<file path="src/rtl/actlink_pkg.sv">
package actlink_pkg;

  typedef enum logic [1:0] {
    EM_DEFAULT = 2'd0,
    EM_LINKED  = 2'd1,
    EM_LOOPED  = 2'd2
  } eff_mode_e;

  // Effective mode: alternating modes need both detector classes enabled.
  function automatic eff_mode_e resolve_mode(input logic [1:0] field,
                                             input logic any_act,
                                             input logic any_inact);
    if (!(any_act && any_inact)) return EM_DEFAULT;
    case (field)
      2'b01:   return EM_LINKED;
      2'b10:   return EM_LOOPED;
      default: return EM_DEFAULT;
    endcase
  endfunction

  // Sticky flag: set wins over a concurrent host read.
  function automatic logic held_flag_next(input logic flag,
                                          input logic rd,
                                          input logic acc);
    return (flag & ~rd) | acc;
  endfunction

endpackage

</file>
<file path="src/rtl/actlink_mode_dec.sv">
module actlink_mode_dec
  import actlink_pkg::*;
#(
  parameter int NAXES = 3
) (
  input  logic             clk,
  input  logic             rst_n,
  input  logic [1:0]       mode_field,
  input  logic [NAXES-1:0] act_en,
  input  logic [NAXES-1:0] inact_en,
  output eff_mode_e        eff_mode,
  output logic             mode_chg
);

  eff_mode_e prev_mode;

  assign eff_mode = resolve_mode(mode_field, |act_en, |inact_en);
  assign mode_chg = (eff_mode != prev_mode);

  always_ff @(posedge clk or negedge rst_n) begin
    if (!rst_n) prev_mode <= EM_DEFAULT;
    else        prev_mode <= eff_mode;
  end

endmodule

</file>
<file path="src/rtl/actlink_seq.sv">
module actlink_seq
  import actlink_pkg::*;
(
  input  logic      clk,
  input  logic      rst_n,
  input  eff_mode_e eff_mode,
  input  logic      mode_chg,
  input  logic      accept_any,
  input  logic      link_ack,
  output logic      sel_inact,
  output logic      loop_busy
);

  always_ff @(posedge clk or negedge rst_n) begin
    if (!rst_n) begin
      sel_inact <= 1'b0;
      loop_busy <= 1'b0;
    end else if (mode_chg) begin
      sel_inact <= 1'b0;
      loop_busy <= 1'b0;
    end else begin
      case (eff_mode)
        EM_LOOPED: begin
          if (loop_busy) begin
            loop_busy <= 1'b0;
            sel_inact <= ~sel_inact;
          end else if (accept_any) begin
            loop_busy <= 1'b1;
          end
        end
        EM_LINKED: begin
          loop_busy <= 1'b0;
          if (link_ack) sel_inact <= ~sel_inact;
        end
        default: begin
          sel_inact <= 1'b0;
          loop_busy <= 1'b0;
        end
      endcase
    end
  end

endmodule

</file>
<file path="src/rtl/actlink_flags.sv">
module actlink_flags
  import actlink_pkg::*;
(
  input  logic      clk,
  input  logic      rst_n,
  input  eff_mode_e eff_mode,
  input  logic      mode_chg,
  input  logic      status_rd,
  input  logic      autosleep,
  input  logic      act_acc,
  input  logic      inact_acc,
  output logic      act_flag,
  output logic      inact_flag,
  output logic      lowpwr_req
);

  always_ff @(posedge clk or negedge rst_n) begin
    if (!rst_n) begin
      act_flag   <= 1'b0;
      inact_flag <= 1'b0;
    end else if (mode_chg) begin
      act_flag   <= 1'b0;
      inact_flag <= 1'b0;
    end else if (eff_mode == EM_LOOPED) begin
      act_flag   <= act_acc;
      inact_flag <= inact_acc;
    end else begin
      act_flag   <= held_flag_next(act_flag, status_rd, act_acc);
      inact_flag <= held_flag_next(inact_flag, status_rd, inact_acc);
    end
  end

  always_ff @(posedge clk or negedge rst_n) begin
    if (!rst_n)                                           lowpwr_req <= 1'b0;
    else if (mode_chg || eff_mode == EM_DEFAULT || !autosleep) lowpwr_req <= 1'b0;
    else if (act_acc)                                     lowpwr_req <= 1'b0;
    else if (inact_acc)                                   lowpwr_req <= 1'b1;
  end

endmodule

</file>
<file path="src/rtl/actlink_ctrl.sv">
module actlink_ctrl
  import actlink_pkg::*;
#(
  parameter int NAXES = 3
) (
  input  logic             clk,
  input  logic             rst_n,
  input  logic [NAXES-1:0] act_axis_en,
  input  logic [NAXES-1:0] inact_axis_en,
  input  logic             act_hit,
  input  logic             inact_hit,
  input  logic [1:0]       proc_mode,
  input  logic             autosleep,
  input  logic             status_rd,
  output logic             act_armed,
  output logic             inact_armed,
  output logic             act_flag,
  output logic             inact_flag,
  output logic             lowpwr_req
);

  eff_mode_e eff_mode;
  logic      mode_chg;
  logic      sel_inact;
  logic      loop_busy;
  logic      link_pending;
  logic      act_acc;
  logic      inact_acc;
  logic      link_ack;

  actlink_mode_dec #(.NAXES(NAXES)) u_dec (
    .clk        (clk),
    .rst_n      (rst_n),
    .mode_field (proc_mode),
    .act_en     (act_axis_en),
    .inact_en   (inact_axis_en),
    .eff_mode   (eff_mode),
    .mode_chg   (mode_chg)
  );

  always_comb begin
    case (eff_mode)
      EM_LINKED: begin
        act_armed   = ~sel_inact;
        inact_armed = sel_inact;
      end
      EM_LOOPED: begin
        act_armed   = ~sel_inact & ~loop_busy;
        inact_armed = sel_inact & ~loop_busy;
      end
      default: begin
        act_armed   = |act_axis_en;
        inact_armed = |inact_axis_en;
      end
    endcase
  end

  assign link_pending = (eff_mode == EM_LINKED) && (act_flag || inact_flag);
  assign act_acc      = act_hit & act_armed & ~link_pending & ~mode_chg;
  assign inact_acc    = inact_hit & inact_armed & ~link_pending & ~mode_chg;
  assign link_ack     = link_pending & status_rd & ~mode_chg;

  actlink_seq u_seq (
    .clk        (clk),
    .rst_n      (rst_n),
    .eff_mode   (eff_mode),
    .mode_chg   (mode_chg),
    .accept_any (act_acc | inact_acc),
    .link_ack   (link_ack),
    .sel_inact  (sel_inact),
    .loop_busy  (loop_busy)
  );

  actlink_flags u_flags (
    .clk        (clk),
    .rst_n      (rst_n),
    .eff_mode   (eff_mode),
    .mode_chg   (mode_chg),
    .status_rd  (status_rd),
    .autosleep  (autosleep),
    .act_acc    (act_acc),
    .inact_acc  (inact_acc),
    .act_flag   (act_flag),
    .inact_flag (inact_flag),
    .lowpwr_req (lowpwr_req)
  );

endmodule

</file>
<file path="config.mk">
export PLATFORM = sky130hd
export DESIGN_NAME = actlink_ctrl
export DESIGN_NICKNAME = d
export VERILOG_FILES = /design/src/rtl/actlink_pkg.sv /design/src/rtl/actlink_mode_dec.sv /design/src/rtl/actlink_seq.sv /design/src/rtl/actlink_flags.sv /design/src/rtl/actlink_ctrl.sv
export SDC_FILE = /design/constraint.sdc
export NUM_CORES = 1
export LEC_CHECK = 0
export BUFFER_PORTS_ARGS = -buffer_cell sky130_fd_sc_hd__buf_4
export CAP_MARGIN = 20
export CORE_AREA = 4 4 41 43
export DETAILED_ROUTE_END_ITERATION = 7
export DIE_AREA = 0 0 45 47
export GPL_TIMING_DRIVEN = 0
export PLACE_DENSITY = 0.66
export SLEW_MARGIN = 20
export SYNTH_ARGS = -nofsm -noshare
export SYNTH_HDL_FRONTEND = slang
export SYNTH_SLANG_ARGS = --single-unit
</file>
<file path="constraint.sdc">
create_clock -name clk -period 2.6 [get_ports clk]
set_clock_uncertainty 0.15 [all_clocks]
set_input_delay 0.52 -clock clk [delete_from_list [all_inputs] [get_ports clk]]
set_output_delay 0.52 -clock clk [all_outputs]
set_load 0.02 [all_outputs]
</file>
Word level (Yosys, flattened, before mapping)
Index checks and enable logic that the tools add are counted.
Storage, ports and cells
  flip-flop bits (word level): 7
  logic and storage cells: 63
  input port bits: 14
  output and inout bits: 5
Operators by class
  bitwise operators: 20
  equality and inequality tests: 7
  reductions and logical operators: 11
  multiplexer cells: 19
Operator list (number)
  1-bit 2-to-1 mux: 14
  1-bit bitwise AND: 12
  3-bit != test (second input constant): 2
  1-bit one-hot mux with 2 select lines: 3
  3-bit OR reduction: 2
  1-bit inverter: 5
  2-bit by 1-bit == test with 1-bit output (second input constant): 2
  2-bit == test (second input constant): 2
  2-bit one-hot mux with 2 select lines: 1
  1-bit logical OR: 3
  1-bit bitwise OR: 3
  3-bit nonzero test: 1
  1-bit logical AND: 2
  2-bit logical NOT: 1
  2-bit 2-to-1 mux: 1
  2-bit != test: 1
  2-bit AND reduction: 1
  1-bit logical NOT: 1

Depth between registers and ports, before layout
  depth after elaboration: 13
  depth in mapped cells: 9
  depth with buffers taken out: 9

Hierarchy
Synthesis repeated with hierarchy kept, for this count alone.
Unflattened totals
  cell total of the unflattened synthesis: 65
  area total of the unflattened synthesis: 579.3 µm²
Modules (own cells, without submodules)
  actlink_ctrl: sequential area each 0.0 µm², times used 1, area each 165.2 µm², cells an instance 25
  actlink_mode_dec: sequential area each 50.0 µm², times used 1, area each 157.7 µm², cells an instance 16
  actlink_flags: sequential area each 75.1 µm², times used 1, area each 133.9 µm², cells an instance 12
  actlink_seq: sequential area each 50.0 µm², times used 1, area each 122.6 µm², cells an instance 12

Worst setup path after synthesis
Ideal clock, no wire load.
  path kind: input port to output port
  from: input inact_axis_en[2]
  to: output act_armed
  slack: 0.015 ns
  stages: 7
  path buffers: 0
  data required time: 1.930 ns
  arrival time: 1.915 ns
  cell sequence: nor3_4 -> nor2_1 -> nand3b_1 -> ha_1 -> nor2b_1 -> a21boi_0 -> or2_2
Between the ends
  word-level cells in the longest chain between the ends: 5
  elaborated cells between the ends (all ways): 6
  those cells by class: 2 x eq/ne; 2 x mux; 2 x reduce/logical
Ends and longest elaborated chain
  start, declared: line actlink_ctrl.sv:9  | input logic [NAXES-1:0] inact_axis_en,
  3-bit OR reduction *: line actlink_mode_dec.sv:17  | assign eff_mode = resolve_mode(mode_field, |act_en, |inact_en);
  1-bit logical AND *: line actlink_pkg.sv:13  | if (!(any_act && any_inact)) return EM_DEFAULT;
  2-bit 2-to-1 mux *: line actlink_pkg.sv:14  | case (field)
  2-bit == test or 2-bit by 1-bit == test with 1-bit output (tied branches): line actlink_ctrl.sv:42  | case (eff_mode)
  1-bit one-hot mux with 2 select lines *: line actlink_ctrl.sv:42
  end, declared: line actlink_ctrl.sv:15  | output logic act_armed,
Every way passes the cells marked *; elsewhere a longest branch is shown, timed or not.

Worst setup path after layout
  from: input inact_axis_en[0]
  to: output act_armed
The elaborated chain is that of the path after synthesis.

==> key figures <==
Timing
  • Worst Tran Pin Value: between 0.6 and 0.7 ns
  • Slew Limit Fails: 0
  • Max Freq: roughly 0.38 GHz
  • Hold Violations, Final: 0
  • Final setup viols: 1
  • TNS Setup: -0.0280 ns
  • RSZ-0062 raised after global routing: true
  • Slew headroom: 0.591
  • Setup ws final: -0.0280 ns
  • Fin crit share: 1.01
  • Post-layout min period: 2.63 ns

Synth
  • Register area share after synthesis: 0.330
  • Synth area leader: dfrtp_1
  • Seq cells post-synth: 7
  • Synth area leaders: dfrtp_1 33%, ha_1 9.4%, nor3_4 6.1%
  • Unique cell type count in the Yosys netlist: 22
  • Post-Synth Adder-Cell Area: 0.0943
  • Mux contribution to synthesized area: 0.0189
  • Fraction of the mapped netlist area in simple logic gates: 0.340
  • Synthesized Nets: 73
  • Mapped cell area: about 530 µm²
  • Post-Synth XOR/XNOR Area: 0
  • Syn. warnings: 0
  • Synth Area in Compound Gates: 0.189
  • Gate Count Post-Synth: 55
  • Largest family of logic cells by synthesized area: simple AND/OR/NAND/NOR gates
  • Mean post-synth cell area: around 9.6 µm²
  • Synth top area share: 0.330

Hold path
  • HP Class: reg2reg

Die
  • Die H: ~47 µm
  • Die extent in x: between 40 and 50 µm
  • Io pins: 19
  • DIE AREA: between 2000 and 2500 µm²
  • Core area: approximately 1300 µm²
  • Initial core utilization: 0.408
  • Row cnt: 13

Placement
  • Post-detail-place hpwl: around 940 µm
  • # port buffers: 18
  • Gpl congestion: 0.710

CTS
  • Clock H-tree levels: 1
  • Worst-path clk slew: 0.05 ns
  • Clk buf depth: 2
  • Total clock sinks: 7
  • Cts bufs inserted: 3
  • CTS tree: built
  • Worst-Skew Late Latency: 0.25 ns
  • Clk root buf: clkbuf_4

Power
  • Sw Pwr: approximately 110 µW
  • Pwr/cell area: ~400 nW/µm²
  • Combinational fraction of design power: 0.374
  • Final Total Pwr: between 300 and 400 µW
  • Leakage power: around 0.00040 µW
  • Max VDD drop: 0.000291 V
  • Clock power frac: 0.276
  • Sequential power share: 0.350
  • Switching share of total power: 0.305
  • Int Power: around 250 µW

Outcome
  • Violated checks: negative setup slack
  • Status: finished, violations left

Drt
  • Post-route ant nets: 0
  • Met3 wire length: 85 µm
  • DR iter-0 viols: 15
  • Avg Vias per Cell: slightly above 5
  • Routed len/inst: around 14 µm
  • Routed WL: ~1400 µm
  • Via count: a little over 500
  • Router iterations before antenna repair: 4
  • Met2 routed WL: 702 µm
  • Max layer used: met4
  • DRC: 0
  • WL met1: between 500 and 600 µm

Layout
  • Antenna Cells: 0
  • Layout cells sized above 1: 0.565
  • Most frequent cells in the layout: 17 x buf_4, 8 x buf_6, 7 x dfrtp_1, 5 x nor2_1
  • Net count, final: around 100
  • Leading cell type in the layout, fill and taps excluded: buf_4
  • Area Growth Syn to Fin: 62.3%

Global route
  • Initial antenna violation count: 0
  • Pin count of the biggest net entering global routing: 8
  • GRT Overall Usage: 0.145
  • GR Overflow Total: 0
  • First-pass GRT wire length: 2210 µm
  • Vias in the first global route: 531

Critical path
  • CP max FO: 3
  • Worst path required time: 1.93 ns
  • CP max-delay cell: ha_4
  • Crit end category: output pin
  • Most common cell on crit path: buf_6
  • Worst EP arrival: between 1.5 and 2 ns
  • CP cell instances: buf_6 > nor3_4 > nor2_2 > nand3b_1 > ha_4 > nor2b_4 > a21boi_4 > or2_4 > buf_6
  • Max stage delay on crit path: roughly 0.25 ns
  • Critical Path Source Type: input pin
  • Crit Path Class: in2out

Job
  • MaxCap Viol Count: 0
cells by family after synthesis:
group           after synthesis
compound gates               14
fa+ha+maj                     4
buf+inv                       4
flops                         7
mux                           1
simple gates                 25
flip-flops by register name, summed over array words and instances (netlist names):
name,cells
u_seq.sel_inact,1
u_seq.loop_busy,1
u_flags.inact_flag,1
u_flags.lowpwr_req,1
u_flags.act_flag,1
u_dec.prev_mode,2
layout make-up:
type	instances	area, µm²
timing repair buffer	26	228
inverter	4	15.0
fill	120	440
sequential	7	175
clock buffer	4	26.3
multi-input combinational	44	398
tap	15	18.8
per-layer routing:
layer  track usage  vias up
met5             0        -
met4        0.0877        0
met3        0.0153        2
met2         0.260       16
met1         0.165      240
li1              -      257
per-stage QoR:
stage,utilization,worst slack (ns),hold WS [ns],cells,cell area (µm²)
floorplan,-,0.0151,0.0744,55,531
global placement,0.526,-0.326,0.186,88,684
detailed placement,0.526,-0.336,0.188,88,684
CTS,0.641,-0.0171,0.395,99,835
global route,0.662,-0.0769,0.397,100,861
finish,0.662,-0.0280,0.389,100,861
timing repair:
| action | 4_1_cts | 5_1_grt |
|---|---|---|
| hold buffers | 1 | 0 |
| gates cloned | 0 | 0 |
| pin swaps | 7 | 7 |
| endpoints found under the setup margin | 2 | 2 |
| gates resized for setup | 17 | 7 |
| setup buffers | 6 | 1 |
| hold endpoints to repair | 7 | 0 |
worst max-delay path, delay by kind of cell:
family | cells | cell delay, ns
AND/OR/NAND/NOR | 5 | 0.82
adder cells (fa/ha/maj) | 1 | 0.25
buffers and inverters | 2 | 0.23
AO/OA/AOI/OAI | 1 | 0.14
cells in the mapped netlist:
library cell and count:
a2111oi_2 1, or2_2 3, nor3_4 2, inv_1 4, a211oi_1 1, ha_1 4
mux2i_1 1, nor4b_2 1, o21ai_0 3, dfrtp_1 7, nor2_1 6, a21boi_1 1
nand2b_1 2, or4bb_1 2, nand3b_1 2, a21boi_0 2, a21oi_1 3, nor3_2 2
o211a_1 1, nand2_1 4, nor2b_1 1, o211ai_1 2
power by group through the flow:
stage / Combinational (µW) / Clock, µW / Sequential [µW]
2_1_floorplan: 51.8 / 0 / 127
3_3_place_gp: 98.3 / 0 / 124
3_5_place_dp: 99.2 / 0 / 124
4_1_cts: 126 / 102 / 123
5_1_grt: 143 / 104 / 125
6_report: 132 / 97.6 / 124
worst paths after layout:
check                                            endpoint  depth (start not counted)  slack [ns]                            from
min reg2reg                u_flags.lowpwr_req$_DFFE_PN0P_                          2        0.39  u_flags.lowpwr_req$_DFFE_PN0P_
max                                             act_armed                          9       -0.03                inact_axis_en[0]
max reg2reg                u_flags.lowpwr_req$_DFFE_PN0P_                          3        0.88    u_flags.inact_flag$_DFF_PN0_
min in group asynchronous      u_flags.act_flag$_DFF_PN0_                          2        0.47                           rst_n
max in group asynchronous       u_seq.loop_busy$_DFF_PN0_                          2        1.71                           rst_n
min                        u_flags.lowpwr_req$_DFFE_PN0P_                          2        0.39  u_flags.lowpwr_req$_DFFE_PN0P_
Note: power is estimated with default switching activity, not from simulation.
